File: config.mk
export PLATFORM = sky130hd
export DESIGN_NAME = irq_agg_ctrl
export DESIGN_NICKNAME = d
export VERILOG_FILES = /design/src/rtl/irq_agg_pkg.sv /design/src/rtl/irq_group.sv /design/src/rtl/irq_summary.sv /design/src/rtl/irq_regif.sv /design/src/rtl/irq_agg_ctrl.sv
export SDC_FILE = /design/constraint.sdc
export NUM_CORES = 2
export LEC_CHECK = 0
export ABC_AREA = 0
export BUFFER_PORTS_ARGS = -buffer_cell sky130_fd_sc_hd__buf_2
export CAP_MARGIN = 20
export CORE_ASPECT_RATIO = 1.5
export CORE_MARGIN = 1.5
export CORE_UTILIZATION = 40
export CTS_BUF_LIST = sky130_fd_sc_hd__clkbuf_4 sky130_fd_sc_hd__clkbuf_8
export DETAILED_ROUTE_END_ITERATION = 6
export PLACE_DENSITY_LB_ADDON = 0.1
export SETUP_SLACK_MARGIN = 0.02
export SKIP_LAST_GASP = 1
export SLEW_MARGIN = 20
export SYNTH_ARGS = -nofsm -noshare
export SYNTH_HDL_FRONTEND = slang
export SYNTH_SLANG_ARGS = --single-unit
File: constraint.sdc
create_clock -name clk -period 1.8 [get_ports clk]
set_input_delay 0 -clock clk [delete_from_list [all_inputs] [get_ports clk]]
set_output_delay 0 -clock clk [all_outputs]
set_load 0.01 [all_outputs]
File: src/rtl/irq_agg_pkg.sv
// Package: shared constants, register selector type and the group-to-master
// summary routing used by the aggregation controller.
// Assumes 32-bit registers and at most eleven second-level groups.
package irq_agg_pkg;

    localparam int REG_W = 32;
    localparam int POS_W = $clog2(REG_W);

    // Register selector inside a group, taken from address bits 3:2.
    typedef enum logic [1:0] {
        SEL_STATUS = 2'd0,
        SEL_MASK   = 2'd1,
        SEL_IDENT  = 2'd2,
        SEL_ENABLE = 2'd3
    } grp_reg_e;

    // Where one group's reduced value lands in the master register.
    typedef struct packed {
        logic [REG_W-1:0] lo_sel;
        logic [POS_W-1:0] lo_pos;
        logic [REG_W-1:0] hi_sel;
        logic [POS_W-1:0] hi_pos;
    } route_t;

    // Routing per group index; an unused half has a zero selector.
    function automatic route_t group_route(input int g);
        route_t r;
        r = '0;
        case (g)
            0: begin r.lo_sel = 32'h0000_FFFF; r.lo_pos = 5'd0;
                     r.hi_sel = 32'hFFFF_0000; r.hi_pos = 5'd1; end
            1: begin r.lo_sel = 32'h0000_FFFF; r.lo_pos = 5'd2;
                     r.hi_sel = 32'hFFFF_0000; r.hi_pos = 5'd3; end
            2: begin r.lo_sel = 32'h0000_FFFF; r.lo_pos = 5'd4; end
            3: begin r.lo_sel = 32'h0000_FFFF; r.lo_pos = 5'd6; end
            4: begin r.lo_sel = 32'hFFFF_FFFF; r.lo_pos = 5'd16; end
            5: begin r.lo_sel = 32'hFFFF_FFFF; r.lo_pos = 5'd17; end
            6: begin r.lo_sel = 32'hFFFF_FFFF; r.lo_pos = 5'd18; end
            7: begin r.lo_sel = 32'hFFFF_FFFF; r.lo_pos = 5'd20; end
            8: begin r.lo_sel = 32'hFFFF_FFFF; r.lo_pos = 5'd22; end
            9: begin r.lo_sel = 32'hFFFF_FFFF; r.lo_pos = 5'd23; end
            10: begin r.lo_sel = 32'hFFFF_FFFF; r.lo_pos = 5'd30; end
            default: r = '0;
        endcase
        return r;
    endfunction

endpackage

File: src/rtl/irq_group.sv
// Module: one second-level interrupt group.
// Holds mask, identity and enable registers; status is the live event input
// and is not stored here. Accepted events are latched into identity; a
// write-1-to-clear loses against an event on the same bit.
// Assumes the write strobe is already decoded for this group.
module irq_group
    import irq_agg_pkg::*;
(
    input  logic             clk,
    input  logic             rst_n,
    input  logic [REG_W-1:0] evt_i,
    input  logic             wr_i,
    input  grp_reg_e         wr_sel_i,
    input  logic [REG_W-1:0] wdata_i,
    output logic [REG_W-1:0] mask_o,
    output logic [REG_W-1:0] ident_o,
    output logic [REG_W-1:0] enable_o,
    output logic [REG_W-1:0] live_o
);

    logic [REG_W-1:0] accepted;
    logic [REG_W-1:0] clear_bits;

    // Events that pass the current mask.
    always_comb accepted = evt_i & ~mask_o;

    // Bits software asks to clear this cycle.
    always_comb clear_bits = (wr_i && wr_sel_i == SEL_IDENT) ? wdata_i : '0;

    // Mask register: full replace on write, all masked after reset.
    always_ff @(posedge clk) begin
        if (!rst_n)                              mask_o <= '1;
        else if (wr_i && wr_sel_i == SEL_MASK)   mask_o <= wdata_i;
    end

    // Enable register: full replace on write.
    always_ff @(posedge clk) begin
        if (!rst_n)                              enable_o <= '0;
        else if (wr_i && wr_sel_i == SEL_ENABLE) enable_o <= wdata_i;
    end

    // Identity register: clear first, then set accepted events on top.
    always_ff @(posedge clk) begin
        if (!rst_n) ident_o <= '0;
        else        ident_o <= (ident_o & ~clear_bits) | accepted;
    end

    // Reduced value offered to the master summary.
    always_comb live_o = ident_o & enable_o;

    // A newly set identity bit must come from an unmasked event.
    p_masked_no_set_r2: assert property (@(posedge clk) disable iff (!rst_n)
        ((ident_o & ~$past(ident_o) & ~$past(evt_i & ~mask_o)) == '0));

    // Bits cleared by software without a colliding event are gone.
    p_w1c_clears_r3: assert property (@(posedge clk) disable iff (!rst_n)
        ((ident_o & $past(clear_bits & ~(evt_i & ~mask_o))) == '0));

    // An accepted event always leaves its bit set, even under a clear.
    p_event_wins_r8: assert property (@(posedge clk) disable iff (!rst_n)
        (($past(evt_i & ~mask_o) & ~ident_o) == '0));

endmodule

File: src/rtl/irq_summary.sv
// Module: reduces each group's enabled identity bits into the master
// summary bits according to the routing in the package.
// Purely combinational; assumes NUM_GRP does not exceed the routed groups.
module irq_summary
    import irq_agg_pkg::*;
#(
    parameter int NUM_GRP = 8
) (
    input  logic [NUM_GRP-1:0][REG_W-1:0] live_i,
    output logic [REG_W-2:0]              summ_o
);

    // OR every group's selected halves into their master positions.
    always_comb begin
        route_t r;
        summ_o = '0;
        for (int g = 0; g < NUM_GRP; g++) begin
            r = group_route(g);
            if (|(live_i[g] & r.lo_sel)) summ_o[r.lo_pos] = 1'b1;
            if (|(live_i[g] & r.hi_sel)) summ_o[r.hi_pos] = 1'b1;
        end
    end

endmodule

File: src/rtl/irq_regif.sv
// Module: register port of the controller. Decodes the byte address into
// per-group write strobes and a master write strobe, and returns read data
// registered one cycle after the read strobe.
// Assumes word-aligned addresses (bits 1:0 are ignored).
module irq_regif
    import irq_agg_pkg::*;
#(
    parameter int NUM_GRP = 8,
    parameter int ADDR_W  = 8
) (
    input  logic                          clk,
    input  logic                          rst_n,
    input  logic [ADDR_W-1:0]             addr_i,
    input  logic                          wr_i,
    input  logic                          rd_i,
    input  logic [NUM_GRP-1:0][REG_W-1:0] status_i,
    input  logic [NUM_GRP-1:0][REG_W-1:0] mask_i,
    input  logic [NUM_GRP-1:0][REG_W-1:0] ident_i,
    input  logic [NUM_GRP-1:0][REG_W-1:0] enable_i,
    input  logic [REG_W-1:0]              master_i,
    output logic [NUM_GRP-1:0]            grp_wr_o,
    output grp_reg_e                      reg_sel_o,
    output logic                          master_wr_o,
    output logic [REG_W-1:0]              rdata_o,
    output logic                          rvalid_o
);

    localparam int GW = ADDR_W - 4;
    localparam logic [ADDR_W-3:0] MASTER_WORD = (ADDR_W-2)'(NUM_GRP * 4);

    logic [GW-1:0]    grp_idx;
    logic             grp_hit;
    logic             master_hit;
    logic [REG_W-1:0] rd_val;

    // Address fields and hit flags.
    always_comb begin
        grp_idx    = addr_i[ADDR_W-1:4];
        reg_sel_o  = grp_reg_e'(addr_i[3:2]);
        grp_hit    = {1'b0, grp_idx} < (GW+1)'(NUM_GRP);
        master_hit = addr_i[ADDR_W-1:2] == MASTER_WORD;
    end

    // Per-group write strobes.
    generate
        for (genvar g = 0; g < NUM_GRP; g++) begin : g_wr
            assign grp_wr_o[g] = wr_i && grp_hit && (grp_idx == GW'(g));
        end
    endgenerate

    // Master write strobe.
    always_comb master_wr_o = wr_i && master_hit;

    // Read multiplexer over groups and master; unmapped reads give zero.
    always_comb begin
        rd_val = '0;
        if (master_hit) begin
            rd_val = master_i;
        end else if (grp_hit) begin
            for (int g = 0; g < NUM_GRP; g++) begin
                if (grp_idx == GW'(g)) begin
                    case (reg_sel_o)
                        SEL_STATUS: rd_val = status_i[g];
                        SEL_MASK:   rd_val = mask_i[g];
                        SEL_IDENT:  rd_val = ident_i[g];
                        SEL_ENABLE: rd_val = enable_i[g];
                        default:    rd_val = '0;
                    endcase
                end
            end
        end
    end

    // Registered read response.
    always_ff @(posedge clk) begin
        if (!rst_n) begin
            rdata_o  <= '0;
            rvalid_o <= 1'b0;
        end else begin
            rvalid_o <= rd_i;
            if (rd_i) rdata_o <= rd_val;
        end
    end

    p_read_valid_r10: assert property (@(posedge clk) disable iff (!rst_n)
        rd_i |=> rvalid_o);

    p_no_spurious_valid_r10: assert property (@(posedge clk) disable iff (!rst_n)
        !rd_i |=> !rvalid_o);

endmodule

File: src/rtl/irq_agg_ctrl.sv
// Module: top of the two-level interrupt aggregation controller.
// Instantiates the groups, the summary reduction and the register port,
// and holds the master enable bit that gates the level output.
// Assumes NUM_GRP between 1 and 11 and an 8-bit or wider byte address.
module irq_agg_ctrl
    import irq_agg_pkg::*;
#(
    parameter int NUM_GRP = 8,
    parameter int ADDR_W  = 8
) (
    input  logic                       clk,
    input  logic                       rst_n,
    input  logic [NUM_GRP*REG_W-1:0]   evt_i,
    input  logic [ADDR_W-1:0]          bus_addr,
    input  logic                       bus_wr,
    input  logic                       bus_rd,
    input  logic [REG_W-1:0]           bus_wdata,
    output logic [REG_W-1:0]           bus_rdata,
    output logic                       bus_rvalid,
    output logic                       irq_o
);

    logic [NUM_GRP-1:0][REG_W-1:0] evt_arr;
    logic [NUM_GRP-1:0][REG_W-1:0] mask_arr;
    logic [NUM_GRP-1:0][REG_W-1:0] ident_arr;
    logic [NUM_GRP-1:0][REG_W-1:0] enable_arr;
    logic [NUM_GRP-1:0][REG_W-1:0] live_arr;
    logic [NUM_GRP-1:0]            grp_wr;
    grp_reg_e                      reg_sel;
    logic                          master_wr;
    logic                          master_en;
    logic [REG_W-2:0]              summ;
    logic [REG_W-1:0]              master_val;
    logic                          any_live;

    // Second-level groups.
    generate
        for (genvar g = 0; g < NUM_GRP; g++) begin : g_grp
            assign evt_arr[g] = evt_i[g*REG_W +: REG_W];
            irq_group u_grp (
                .clk      (clk),
                .rst_n    (rst_n),
                .evt_i    (evt_arr[g]),
                .wr_i     (grp_wr[g]),
                .wr_sel_i (reg_sel),
                .wdata_i  (bus_wdata),
                .mask_o   (mask_arr[g]),
                .ident_o  (ident_arr[g]),
                .enable_o (enable_arr[g]),
                .live_o   (live_arr[g])
            );
        end
    endgenerate

    irq_summary #(.NUM_GRP(NUM_GRP)) u_summ (
        .live_i (live_arr),
        .summ_o (summ)
    );

    irq_regif #(.NUM_GRP(NUM_GRP), .ADDR_W(ADDR_W)) u_regif (
        .clk         (clk),
        .rst_n       (rst_n),
        .addr_i      (bus_addr),
        .wr_i        (bus_wr),
        .rd_i        (bus_rd),
        .status_i    (evt_arr),
        .mask_i      (mask_arr),
        .ident_i     (ident_arr),
        .enable_i    (enable_arr),
        .master_i    (master_val),
        .grp_wr_o    (grp_wr),
        .reg_sel_o   (reg_sel),
        .master_wr_o (master_wr),
        .rdata_o     (bus_rdata),
        .rvalid_o    (bus_rvalid)
    );

    // Master enable: the only writable master bit.
    always_ff @(posedge clk) begin
        if (!rst_n)         master_en <= 1'b0;
        else if (master_wr) master_en <= bus_wdata[REG_W-1];
    end

    // Master register view and gated level output.
    always_comb begin
        master_val = {master_en, summ};
        irq_o      = master_en & (|summ);
        any_live   = |live_arr;
    end

    p_irq_gated_r7: assert property (@(posedge clk) disable iff (!rst_n)
        irq_o |-> master_en);

    p_master_hold_r6: assert property (@(posedge clk) disable iff (!rst_n)
        !master_wr |=> $stable(master_en));

    p_summary_source_r5: assert property (@(posedge clk) disable iff (!rst_n)
        (|summ) |-> any_live);

endmodule

==> out/metrics.yaml <==
worst_hold_path:
  whs_path_depth: 4
  holdPathEnd: "g_grp[4].u_grp.ident_o[24]$_SDFF_PN0_"
  hold_class: "in2reg"
  min_from: "evt_i[152]"
route:
  wl_per_cell_um: 25.3
  viasPerCell: 5.62
  drt_iter0_drc: 3147
  dr_wl_met3_mm: 10.2
  drtPass1Iterations: 5
  ant_nets: 0
  highest_layer: "met5"
  via_count: 39400
  post-route-drc-count: 0
  dr_wl_met2_mm: 87.9
  wl_met1_mm: 67.9
  wl_mm: 177
floorplanning:
  die_x_um: 259
  die_h_um: 387
  die_area_um2: 100000
  start_util: 0.405
  fp-row-count: 140
  ios: 334
  core_area_um2: 97400
yosys:
  yosysWarnings: 0
  seq_area_frac_synth: 0.407
  synthAdderAreaFrac: 0
  synth_top_family_by_area: "simple AND/OR/NAND/NOR gates"
  ys_ff_latch: 802
  synth_edf_count: 0
  synth-xor-area-share: 0
  synth-compound-area-share: 0.176
  syn_nets: 4639
  synth_mux_area_frac: 0.154
  synthDistinctLibCells: 54
  ys.flop_type: "dfxtp_1"
  syn_area_um2: 39400
  synth-simple-area-share: 0.221
  synth_area_per_cell_um2: 9.08
  synth_cells: 4339
  async_reset_ff_frac: 0
worst_setup_path:
  crit_cells: 8
  ff2ff_setup_slack_ns: -0.23
  endpoint_kind: "output port"
  crit_arrival_ns: 3.33
  worstPathCellList: "a22o_1 -> a221oi_4 -> buf_4 -> nand4_1 -> buf_4 -> or4_4 -> o41a_1 -> buf_2"
  path_buf_inv: 3
  r2r_end: "u_regif.rdata_o[20]$_SDFFE_PN0P_"
  reg2reg_depth: 9
  cp_max_fo: 2
  path_common_cell: "buf_4"
  r2r_start: "g_grp[7].u_grp.enable_o[27]$_SDFFE_PN0P_"
  critical_path_class: "reg2out"
  critPathTopFamily: "compound AO/OA/AOI/OAI gates"
  cp_slowest_stage_delay_ns: 0.43
  critPathSlowestCell: "or4_4"
  critPathLaunchType: "flop"
  crit_required_ns: 1.80
placement:
  place_inst: 6223
  port_buffers: 331
  dpl_cell_area_um2: 47300
  dpl.hpwl_mm: 122
  gp_routability_congestion: 0.908
sta:
  fin_crit_sh: 1.85
  grt_setup_unrepaired: "true"
  clock.fmax_mhz: 300
  worst_clock_skew_ns: 0.0475
  slew_viol_final: 0
  worst_slew_pin_slew_ns: 0.915
  period_needed_ns: 3.33
  setup_violations: 68
  setup_slack_ns: -1.53
  relSlewSlack: 0.390
  hold_violations: 0
layout:
  final_area_um2: 56100
  fill_cells: 8816
  nNetsFinal: 5925
  syn_to_final_growth_pct: 42.3
  drive_gt1_frac: 0.280
  final_cell_count_no_fill: 7001
  fin_util: 0.576
grt:
  grt_usage: 0.346
  grt.overflow.total: 0
  grt_pass1_wl_mm: 257
  grt_max_degree: 189
  antenna_found_initial: 11
  grt_pass1_vias: 39600
clock_tree:
  cts_made_buffers: 135
  cts_tree: "built"
  insertion_delay_ns: 0.88
  h-tree-depth: 4
  path_clk_slew_ns: 0.06
  clock-sinks: 802
  clockRootBuffer: "clkbuf_8"
  clock_path_buffers: 3
status:
  status: "finished, violations left"
  violations: "setup timing"
power:
  p_leak_uw: 0.0226
  ir_drop_mv: 0.545
  power.density_nw_per_um2: 727
job:
  cap_violations: 0
-- power breakdown --
part	leakage (uW)	switching (uW)	internal [uW]
clock	0.00150	7990	9760
combinational	0.0146	2600	2440
sequential	0.00648	103	17900
total	0.0226	10700	30100
-- worst max-delay path by stage --
stage,start,end,slack [ns]
CTS,g_grp[7].u_grp.enable_o[27]$_SDFFE_PN0P_,irq_o,-1.56
floorplan,g_grp[7].u_grp.ident_o[1]$_SDFF_PN0_,irq_o,0.04
finish,g_grp[7].u_grp.enable_o[27]$_SDFFE_PN0P_,irq_o,-1.53
detailed placement,g_grp[7].u_grp.ident_o[27]$_SDFF_PN0_,irq_o,-0.92
global placement,g_grp[7].u_grp.ident_o[27]$_SDFF_PN0_,irq_o,-0.96
global route,g_grp[7].u_grp.enable_o[27]$_SDFFE_PN0P_,irq_o,-1.56
-- worst register-to-register path, stage by stage, from the launching register on --
cell	delay, ns
dfxtp_2	0.32
a22o_1	0.26
a221oi_4	0.26
buf_4	0.18
nand4_1	0.25
buf_4	0.25
buf_4	0.13
o21ai_4	0.12
buf_6	0.13
a31oi_4	0.06
-- layout by cell type (no fill, tap or decap), types with 98 or more instances in the layout --
cell type | netlist | final
dlygate4sd3_1 | 0 | 521
buf_2 | 88 | 326
nand2_1 | 1191 | 1191
dfxtp_1 | 802 | 785
a21boi_0 | 317 | 316
mux4_2 | 255 | 255
clkbuf_8 | 0 | 171
buf_4 | 9 | 548
a21oi_1 | 121 | 119
o21a_1 | 160 | 160
a21boi_1 | 102 | 103
nand3_1 | 264 | 264
buf_12 | 0 | 98
nor2b_1 | 359 | 357
-- repair_timing --
action	in CTS	in global routing
hold buffers	526	1
cloned	0	5
pin swaps	22	19
endpoints found under the hold margin	802	1
setup buffers	1	13
setup endpoints to repair	23	178
resized for setup	46	65
-- final cells by class --
cell class / count / area, um^2 / share of cell area
multi-input combinational: 3162 / 22200 / 0.396
sequential: 802 / 16100 / 0.287
timing repair buffer: 1523 / 13300 / 0.238
clock buffer: 211 / 2650 / 0.0473
tap: 1278 / 1600 / 0.0285
clock inverter: 19 / 199 / 0.00355
antenna: 5 / 12.5 / 0.000223
inverter: 1 / 3.75 / 0.0000669
-- metal layers --
metal	vias up	global-route usage
li1	17800	-
met1	19500	0.407
met2	1564	0.596
met3	422	0.0507
met4	12	0.199
met5	-	0
-- flip-flops by register name, summed over array words and instances, names as in the netlist --
name / flops
master_en: 1
u_regif.rdata_o: 32
g_grp.u_grp.enable_o: 256
g_grp.u_grp.mask_o: 256
u_regif.rvalid_o: 1
g_grp.u_grp.ident_o: 256
-- cells by family (layout without fill, tap and decap cells) --
kind of cell,count (synthesis),in the layout
other cells,0,5
flops,802,802
simple gates,1922,1922
buf+inv,375,1754
mux,285,285
compound gates,955,955
-- Yosys cell counts, drive strengths merged (5+ instances only) --
library cell / number / area (um^2)
mux2: 5 / 56.3
nand4: 41 / 257
mux2i: 24 / 240
nand3: 265 / 1330
a21boi: 419 / 3150
nor2b: 359 / 2250
o21a: 160 / 1200
o21ai: 33 / 165
buf: 111 / 613
nor2: 34 / 133
dfxtp: 802 / 16100
a22o: 47 / 413
a31oi: 8 / 50.1
clkbuf: 263 / 987
nand2: 1191 / 4470
a221oi: 29 / 317
a22oi: 124 / 931
a21oi: 121 / 606
mux4: 256 / 5770
nor3: 11 / 65.1
-- stage by stage --
step	setup TNS [ns]	hold slack, ns	total power (uW)	worst slack, ns
after floorplan	0	0.172	20400	0.0386
after global placement	-32.74	0.269	22500	-0.961
after detailed placement	-33.99	0.280	22600	-0.917
after CTS	-21.56	0.00366	40900	-1.56
after global routing	-11.07	0.0523	41900	-1.56
final	-6.74	0.0803	40800	-1.53
(Power assumes the default switching activity.)
